File: src/rtl/tap_pkg.sv
package tap_pkg;

    localparam int IR_W      = 4;
    localparam int DEF_SEL_W = 5;
    localparam int DEF_ID_W  = 32;

    typedef enum logic [3:0] {
        ST_EXIT2_DR   = 4'h0,
        ST_EXIT1_DR   = 4'h1,
        ST_SHIFT_DR   = 4'h2,
        ST_PAUSE_DR   = 4'h3,
        ST_SELECT_IR  = 4'h4,
        ST_UPDATE_DR  = 4'h5,
        ST_CAPTURE_DR = 4'h6,
        ST_SELECT_DR  = 4'h7,
        ST_EXIT2_IR   = 4'h8,
        ST_EXIT1_IR   = 4'h9,
        ST_SHIFT_IR   = 4'hA,
        ST_PAUSE_IR   = 4'hB,
        ST_IDLE       = 4'hC,
        ST_UPDATE_IR  = 4'hD,
        ST_CAPTURE_IR = 4'hE,
        ST_RESET      = 4'hF
    } tap_state_e;

    typedef logic [IR_W-1:0] instr_t;

    localparam instr_t OP_SCAN_N    = 4'h2;
    localparam instr_t OP_IDCODE    = 4'hE;
    localparam instr_t OP_BYPASS    = 4'hF;
    localparam instr_t IR_CAPT_PATT = 4'b0001;

    typedef enum logic [1:0] {
        PATH_IDCODE,
        PATH_BYPASS,
        PATH_SELECT,
        PATH_EXTERN
    } dr_path_e;

    typedef struct packed {
        logic capture;
        logic shift;
        logic update;
    } dr_phase_t;

    function automatic tap_state_e tap_next(input tap_state_e s, input logic m);
        tap_state_e n;
        case (s)
            ST_RESET:      n = m ? ST_RESET      : ST_IDLE;
            ST_IDLE:       n = m ? ST_SELECT_DR  : ST_IDLE;
            ST_SELECT_DR:  n = m ? ST_SELECT_IR  : ST_CAPTURE_DR;
            ST_CAPTURE_DR: n = m ? ST_EXIT1_DR   : ST_SHIFT_DR;
            ST_SHIFT_DR:   n = m ? ST_EXIT1_DR   : ST_SHIFT_DR;
            ST_EXIT1_DR:   n = m ? ST_UPDATE_DR  : ST_PAUSE_DR;
            ST_PAUSE_DR:   n = m ? ST_EXIT2_DR   : ST_PAUSE_DR;
            ST_EXIT2_DR:   n = m ? ST_UPDATE_DR  : ST_SHIFT_DR;
            ST_UPDATE_DR:  n = m ? ST_SELECT_DR  : ST_IDLE;
            ST_SELECT_IR:  n = m ? ST_RESET      : ST_CAPTURE_IR;
            ST_CAPTURE_IR: n = m ? ST_EXIT1_IR   : ST_SHIFT_IR;
            ST_SHIFT_IR:   n = m ? ST_EXIT1_IR   : ST_SHIFT_IR;
            ST_EXIT1_IR:   n = m ? ST_UPDATE_IR  : ST_PAUSE_IR;
            ST_PAUSE_IR:   n = m ? ST_EXIT2_IR   : ST_PAUSE_IR;
            ST_EXIT2_IR:   n = m ? ST_UPDATE_IR  : ST_SHIFT_IR;
            ST_UPDATE_IR:  n = m ? ST_SELECT_DR  : ST_IDLE;
            default:       n = ST_RESET;
        endcase
        return n;
    endfunction

    function automatic dr_path_e decode_path(input instr_t op);
        dr_path_e p;
        case (op)
            OP_IDCODE: p = PATH_IDCODE;
            OP_BYPASS: p = PATH_BYPASS;
            OP_SCAN_N: p = PATH_SELECT;
            default:   p = PATH_EXTERN;
        endcase
        return p;
    endfunction

    function automatic dr_phase_t dr_phase(input tap_state_e s);
        dr_phase_t ph;
        ph.capture = (s == ST_CAPTURE_DR);
        ph.shift   = (s == ST_SHIFT_DR);
        ph.update  = (s == ST_UPDATE_DR);
        return ph;
    endfunction

    function automatic logic in_shift(input tap_state_e s);
        return (s == ST_SHIFT_DR) || (s == ST_SHIFT_IR);
    endfunction

endpackage

File: src/rtl/tap_fsm.sv
module tap_fsm
    import tap_pkg::*;
(
    input  logic       tck,
    input  logic       rst,
    input  logic       tms,
    output tap_state_e state
);

    always_ff @(posedge tck) begin
        if (rst) begin
            state <= ST_RESET;
        end else begin
            state <= tap_next(state, tms);
        end
    end


    reset_hold_chk: assert property (@(posedge tck) disable iff (rst)
        (state == ST_RESET && tms) |=> (state == ST_RESET));


    shift_dr_stay_chk: assert property (@(posedge tck) disable iff (rst)
        (state == ST_SHIFT_DR && !tms) |=> (state == ST_SHIFT_DR));


    update_ir_exit_chk: assert property (@(posedge tck) disable iff (rst)
        (state == ST_UPDATE_IR) |=> (state == ST_IDLE || state == ST_SELECT_DR));

endmodule

File: src/rtl/tap_ir.sv
module tap_ir
    import tap_pkg::*;
(
    input  logic       tck,
    input  logic       rst,
    input  logic       tdi,
    input  tap_state_e state,
    output instr_t     instr,
    output logic       ir_lsb
);

    instr_t ir_sr;

    // shift stage, rising edge
    always_ff @(posedge tck) begin
        if (rst) begin
            ir_sr <= IR_CAPT_PATT;
        end else if (state == ST_CAPTURE_IR) begin
            ir_sr <= IR_CAPT_PATT;
        end else if (state == ST_SHIFT_IR) begin
            ir_sr <= {tdi, ir_sr[IR_W-1:1]};
        end
    end

    // holding stage, falling edge
    always_ff @(negedge tck) begin
        if (rst || state == ST_RESET) begin
            instr <= OP_IDCODE;
        end else if (state == ST_UPDATE_IR) begin
            instr <= ir_sr;
        end
    end

    assign ir_lsb = ir_sr[0];


    instr_update_only_chk: assert property (@(posedge tck) disable iff (rst)
        !$stable(instr) |-> (state == ST_UPDATE_IR || state == ST_RESET));

endmodule

File: src/rtl/tap_dr.sv
module tap_dr
    import tap_pkg::*;
#(
    parameter int ID_W  = DEF_ID_W,
    parameter int SEL_W = DEF_SEL_W
) (
    input  logic             tck,
    input  logic             rst,
    input  logic             tdi,
    input  logic             ext_so,
    input  tap_state_e       state,
    input  instr_t           instr,
    input  logic [ID_W-1:0]  idcode_strap,
    output logic [SEL_W-1:0] chain_sel,
    output logic             dr_lsb
);

    dr_path_e         path;
    dr_phase_t        ph;
    logic [ID_W-1:0]  id_sr;
    logic [SEL_W-1:0] sel_sr;
    logic             byp_q;
    logic             ext_q;

    assign path = decode_path(instr);
    assign ph   = dr_phase(state);

    always_ff @(posedge tck) begin
        if (rst) begin
            id_sr <= '0;
        end else if (path == PATH_IDCODE) begin
            if (ph.capture) begin
                id_sr <= idcode_strap;
            end else if (ph.shift) begin
                id_sr <= {tdi, id_sr[ID_W-1:1]};
            end
        end
    end

    always_ff @(posedge tck) begin
        if (rst) begin
            byp_q <= 1'b0;
        end else if (path == PATH_BYPASS) begin
            if (ph.capture) begin
                byp_q <= 1'b0;
            end else if (ph.shift) begin
                byp_q <= tdi;
            end
        end
    end

    always_ff @(posedge tck) begin
        if (rst) begin
            sel_sr <= '0;
        end else if (path == PATH_SELECT) begin
            if (ph.capture) begin
                sel_sr <= chain_sel;
            end else if (ph.shift) begin
                sel_sr <= {tdi, sel_sr[SEL_W-1:1]};
            end
        end
    end

    // returning serial data sampled on the rising edge
    always_ff @(posedge tck) begin
        if (rst) begin
            ext_q <= 1'b0;
        end else begin
            ext_q <= ext_so;
        end
    end

    // chain number is committed on the falling edge
    always_ff @(negedge tck) begin
        if (rst || state == ST_RESET) begin
            chain_sel <= '0;
        end else if (ph.update && path == PATH_SELECT) begin
            chain_sel <= sel_sr;
        end
    end

    always_comb begin
        case (path)
            PATH_IDCODE: dr_lsb = id_sr[0];
            PATH_BYPASS: dr_lsb = byp_q;
            PATH_SELECT: dr_lsb = sel_sr[0];
            default:     dr_lsb = ext_q;
        endcase
    end


    chain_update_only_chk: assert property (@(posedge tck) disable iff (rst)
        !$stable(chain_sel) |->
            ((state == ST_UPDATE_DR && instr == OP_SCAN_N) || state == ST_RESET));

endmodule

File: src/rtl/tap_tdo.sv
module tap_tdo
    import tap_pkg::*;
(
    input  logic       tck,
    input  logic       rst,
    input  tap_state_e state,
    input  logic       ir_lsb,
    input  logic       dr_lsb,
    output logic       tdo,
    output logic       tdo_drive
);

    always_ff @(negedge tck) begin
        if (rst) begin
            tdo       <= 1'b0;
            tdo_drive <= 1'b0;
        end else begin
            tdo_drive <= in_shift(state);
            case (state)
                ST_SHIFT_IR: tdo <= ir_lsb;
                ST_SHIFT_DR: tdo <= dr_lsb;
                default:     tdo <= 1'b0;
            endcase
        end
    end


    drive_in_shift_chk: assert property (@(posedge tck) disable iff (rst)
        (state == ST_SHIFT_IR || state == ST_SHIFT_DR) |-> tdo_drive);


    quiet_when_idle_chk: assert property (@(posedge tck) disable iff (rst)
        !tdo_drive |-> !tdo);

endmodule

File: src/rtl/jtag_chain_tap.sv
module jtag_chain_tap
    import tap_pkg::*;
#(
    parameter int ID_W  = DEF_ID_W,
    parameter int SEL_W = DEF_SEL_W
) (
    input  logic             tck,
    input  logic             trst_n,
    input  logic             tms,
    input  logic             tdi,
    input  logic [ID_W-1:0]  idcode_strap,
    input  logic             ext_so,
    output logic             ext_si,
    output logic             tdo,
    output logic             tdo_drive,
    output logic [3:0]       tap_state,
    output logic [IR_W-1:0]  instr,
    output logic [SEL_W-1:0] chain_sel
);

    logic       rst;
    tap_state_e state;
    instr_t     cur_instr;
    logic       ir_lsb;
    logic       dr_lsb;

    assign rst = ~trst_n;

    tap_fsm u_fsm (
        .tck   (tck),
        .rst   (rst),
        .tms   (tms),
        .state (state)
    );

    tap_ir u_ir (
        .tck    (tck),
        .rst    (rst),
        .tdi    (tdi),
        .state  (state),
        .instr  (cur_instr),
        .ir_lsb (ir_lsb)
    );

    tap_dr #(.ID_W(ID_W), .SEL_W(SEL_W)) u_dr (
        .tck          (tck),
        .rst          (rst),
        .tdi          (tdi),
        .ext_so       (ext_so),
        .state        (state),
        .instr        (cur_instr),
        .idcode_strap (idcode_strap),
        .chain_sel    (chain_sel),
        .dr_lsb       (dr_lsb)
    );

    tap_tdo u_tdo (
        .tck       (tck),
        .rst       (rst),
        .state     (state),
        .ir_lsb    (ir_lsb),
        .dr_lsb    (dr_lsb),
        .tdo       (tdo),
        .tdo_drive (tdo_drive)
    );

    assign tap_state = state;
    assign instr     = cur_instr;
    assign ext_si    = tdi;

endmodule

File: config.mk
export PLATFORM = sky130hd
export DESIGN_NAME = jtag_chain_tap
export DESIGN_NICKNAME = d
export VERILOG_FILES = /design/src/rtl/tap_pkg.sv /design/src/rtl/tap_fsm.sv /design/src/rtl/tap_ir.sv /design/src/rtl/tap_dr.sv /design/src/rtl/tap_tdo.sv /design/src/rtl/jtag_chain_tap.sv
export SDC_FILE = /design/constraint.sdc
export NUM_CORES = 1
export LEC_CHECK = 0
export BUFFER_PORTS_ARGS = -buffer_cell sky130_fd_sc_hd__buf_2
export CAP_MARGIN = 20
export CORE_MARGIN = 8
export CORE_UTILIZATION = 25
export CTS_CLUSTER_DIAMETER = 50
export CTS_CLUSTER_SIZE = 14
export DETAILED_ROUTE_END_ITERATION = 7
export GPL_TIMING_DRIVEN = 0
export PLACE_DENSITY = 0.48
export SYNTH_ARGS = -nofsm -noshare
export SYNTH_HDL_FRONTEND = slang
export SYNTH_SLANG_ARGS = --single-unit
File: constraint.sdc
create_clock -name tck -period 2.3 [get_ports tck]
set_input_delay 0.115 -clock tck [delete_from_list [all_inputs] [get_ports tck]]
set_output_delay 0.115 -clock tck [all_outputs]
set_load 0.02 [all_outputs]
==> impl_metrics.ini <==
[status]
status = complete, but fails checks
failed_checks = setup timing

[routing]
dr.pass1.iters = 4
viasPerCell = 4.63
antenna_violating_nets_post_route = 0
routedWlPerCell_um = 14.7
detail_route.drc_violations = 0
routed_wirelength_um = 7600
detailroute.via_count = 2387
detail_route.iter0.violations = 124

[grt]
grt_start_max_net_pins = 11
grt_pass1_wl_um = 12700
grt_overflow = 0
first_global_vias = 2525
antenna_found_initial = 1
global_route.usage.total_pct = 11.2

[cells_and_area]
fin_nets = 412
most-common-layout-cells = buf_2 (57), dfxtp_1 (50), mux2i_1 (44)
diodes = 0
mostFrequentLayoutCell = buf_2
drive_above_1_share_pct = 37.9
area.growth.synth_to_final_pct = 50.8

[setup_path]
timing.reg2reg.setup_slack_ns = -0.63
crit_path_start = u_ir.instr[2]
worstReg2RegEnd = u_dr.sel_sr[0]
critical_setup_path_class = flip-flop to flip-flop
crit_path_start_kind = flip-flop
crit_end = u_dr.sel_sr[0]
critPathRequiredTime_ns = 2.49
timing.critical_path.to_type = flip-flop
critPathArrivalTime_ns = 3.12
reg2regPathDepth = 5
rr_startpoint = u_ir.instr[2]
critical_path.max_fanout = 5

[die]
core_area_sq_mm = 0.0101
dieArea_sq_mm = 0.0138
floorplan.die.width_um = 117
row_count = 37
die_h_um = 117
initial_core_util_pct = 25.4
top_level_ports = 53

[place]
worst_case_setup_slack_after_placement_ns = -0.790
placement.io_buffers = 52
gpl.final_weighted_congestion = 0.690
post-dp-hpwl_um = 5030

[yosys]
yosys_warnings = 0
yosys-mux-area-fraction_pct = 17.1
synth.distinct_cells = 35
avgSynthCellArea_sq_um = 9.46
synth_fa_ha_area_share_pct = 0
count_of_mapped_cells_out_of_synthesis = 272
mappedNetlistArea_sq_mm = 0.00257
synth_compound_gate_area_share_pct = 15.3
synth_nets = 309
synth-xor-area-share_pct = 0
synth_seq_cells = 58
synth_sequential_area_ratio_pct = 45.1
main_combinational_cell_family_by_area_after_synthesis = simple AND/OR/NAND/NOR gates
post_synth_and_or_nand_nor_area_fraction_pct = 18.1

[timing]
timing.final.ws_setup_ns = -0.629
final.setup.tns_ns = -17.78
slew_violations = 0
final_hold_viol_count = 0
setup_violations = 48
worst_margin_pin_slew_ns = 0.665
rsz0062_at_grt = true
slew_margin_rel_pct = 55.6
timing.clock.skew_ns = 0.0494

[hold_path]
worstHoldPathType = input pin to flip-flop

[run]
max_cap_violations = 0

[clock_network]
cts_num_sinks = 58
cts_tree = yes
h_tree_levels = 3
cts_max_path_buffers = 2
cts-buffers-inserted = 9
worst_skew_pair.late_latency_ns = 0.37
clk_pin_slew_ns = 0.07
root_buffer = clkbuf_8

[pwr]
power.share.switching_pct = 27.1
power.internal_w = 0.00178
power_density_mw_per_mm2 = 628
worst_ir_drop_on_vdd_v = 0.000253
sequentialPowerShare_pct = 43.7
clock_power_share_pct = 41.9
p_sw_w = 0.000662
leakagePower_nw = 1.47
power_frac_comb_pct = 14.4
==> how the worst min path moves through the flow <==
stage,from,to,slack (ns),depth (start not counted)
floorplan,ext_so,u_dr.ext_q,0.24,1
global placement,ext_so,u_dr.ext_q,0.35,2
detailed placement,ext_so,u_dr.ext_q,0.35,2
CTS,tms,u_fsm.state[2],0.07,3
global route,tms,u_fsm.state[2],0.11,3
finish,tms,u_fsm.state[2],0.08,3
==> cell type report <==
class	count	area [sq um]
plain buffers	20	165
clock buffers	11	131
clock inverters	16	103
fillers	1065	6260
inverters	4	15.0
multi-input cells	188	1420
flip-flops and latches	58	1180
well taps	136	170
repair buffers	83	688
==> layer usage <==
metal	wire (um)	vias up	GRT usage, %
li1	-	1181	-
met1	3680	1147	13.9
met2	3550	51	18.0
met3	324	6	3.84
met4	36	2	3.04
met5	12	-	0
==> metrics by stage <==
stage | hold WS (ns) | instances | utilization, % | total power, W | instance area [sq um]
6_report | 0.0817 | 516 | 38.3 | 0.00244 | 3880
5_1_grt | 0.106 | 516 | 38.3 | 0.00257 | 3880
4_1_cts | 0.0680 | 513 | 37.7 | 0.00245 | 3820
3_5_place_dp | 0.350 | 460 | 30.5 | 0.00139 | 3090
3_3_place_gp | 0.350 | 460 | 30.5 | 0.00139 | 3090
2_1_floorplan | 0.242 | 272 | - | 0.00129 | 2660
==> power groups by stage <==
stage | combinational, W | sequential (W) | clock, W
after floorplan | 0.000164 | 0.00110 | 0.0000319
after global placement | 0.000266 | 0.00109 | 0.0000319
after detailed placement | 0.000269 | 0.00109 | 0.0000319
after CTS | 0.000339 | 0.00106 | 0.00105
after global routing | 0.000383 | 0.00107 | 0.00112
final | 0.000351 | 0.00106 | 0.00102
==> state kept, by name (all words and copies together) (netlist names) <==
| signal | flops |
|---|---|
| u_dr.id_sr | 32 |
| u_tdo.tdo | 1 |
| u_ir.instr | 4 |
| u_dr.chain_sel | 5 |
| u_dr.byp_q | 1 |
| u_tdo.tdo_drive | 1 |
| u_fsm.state | 4 |
| u_ir.ir_sr | 4 |
| u_dr.sel_sr | 5 |
| u_dr.ext_q | 1 |
==> worst max-delay path: stages, from the launching register on <==
cell and delay (ns):
dfxtp_4 0.33, or4b_4 0.56, nor4b_4 0.32, buf_6 0.16, mux2i_1 0.18, nor2_1 0.05
==> logic make-up after synthesis <==
kind of cell / count (synthesis)
AOI/OAI and AO/OA: 56
muxes: 44
and+or+nand+nor: 88
DFF: 58
buffers and inverters: 26
==> repair_timing <==
| action | 4_1_cts | 5_1_grt |
|---|---|---|
| pin swaps | 33 | 5 |
| cloned | 7 | 0 |
| buffers inserted | 20 | 6 |
| hold buffers | 1 | 0 |
| gates resized for setup | 49 | 13 |
| setup endpoints to repair | 47 | 49 |
| endpoints found under the hold margin | 1 | 0 |
==> synth_stat cells <==
cell | instances | area share (%)
a211oi_1 | 31 | 9.0
a21boi_0 | 1 | 0.29
a21oi_1 | 9 | 1.7
a31oi_1 | 1 | 0.24
and2_1 | 2 | 0.49
and3_1 | 1 | 0.24
and4_1 | 1 | 0.34
buf_1 | 4 | 0.58
buf_2 | 8 | 1.6
buf_4 | 1 | 0.29
clkbuf_1 | 8 | 1.2
dfxtp_1 | 58 | 45
inv_1 | 5 | 0.73
mux2i_1 | 44 | 17
nand2_1 | 12 | 1.7
nand2b_1 | 4 | 0.97
nand3_1 | 3 | 0.58
nand3b_1 | 5 | 1.5
nand4_1 | 1 | 0.24
nor2_1 | 45 | 6.6
nor2b_1 | 2 | 0.49
nor3_1 | 2 | 0.39
nor3b_1 | 5 | 1.5
nor3b_2 | 1 | 0.49
nor4_4 | 1 | 0.83
nor4b_4 | 1 | 0.92
nor4bb_1 | 1 | 0.39
o211a_1 | 2 | 0.78
o211ai_1 | 1 | 0.29
o21ai_0 | 5 | 0.97
o21bai_1 | 1 | 0.29
o221ai_1 | 3 | 1.0
o31ai_1 | 1 | 0.29
o41ai_1 | 1 | 0.34
or4b_4 | 1 | 0.53
Power figures use the tool's default switching activity.
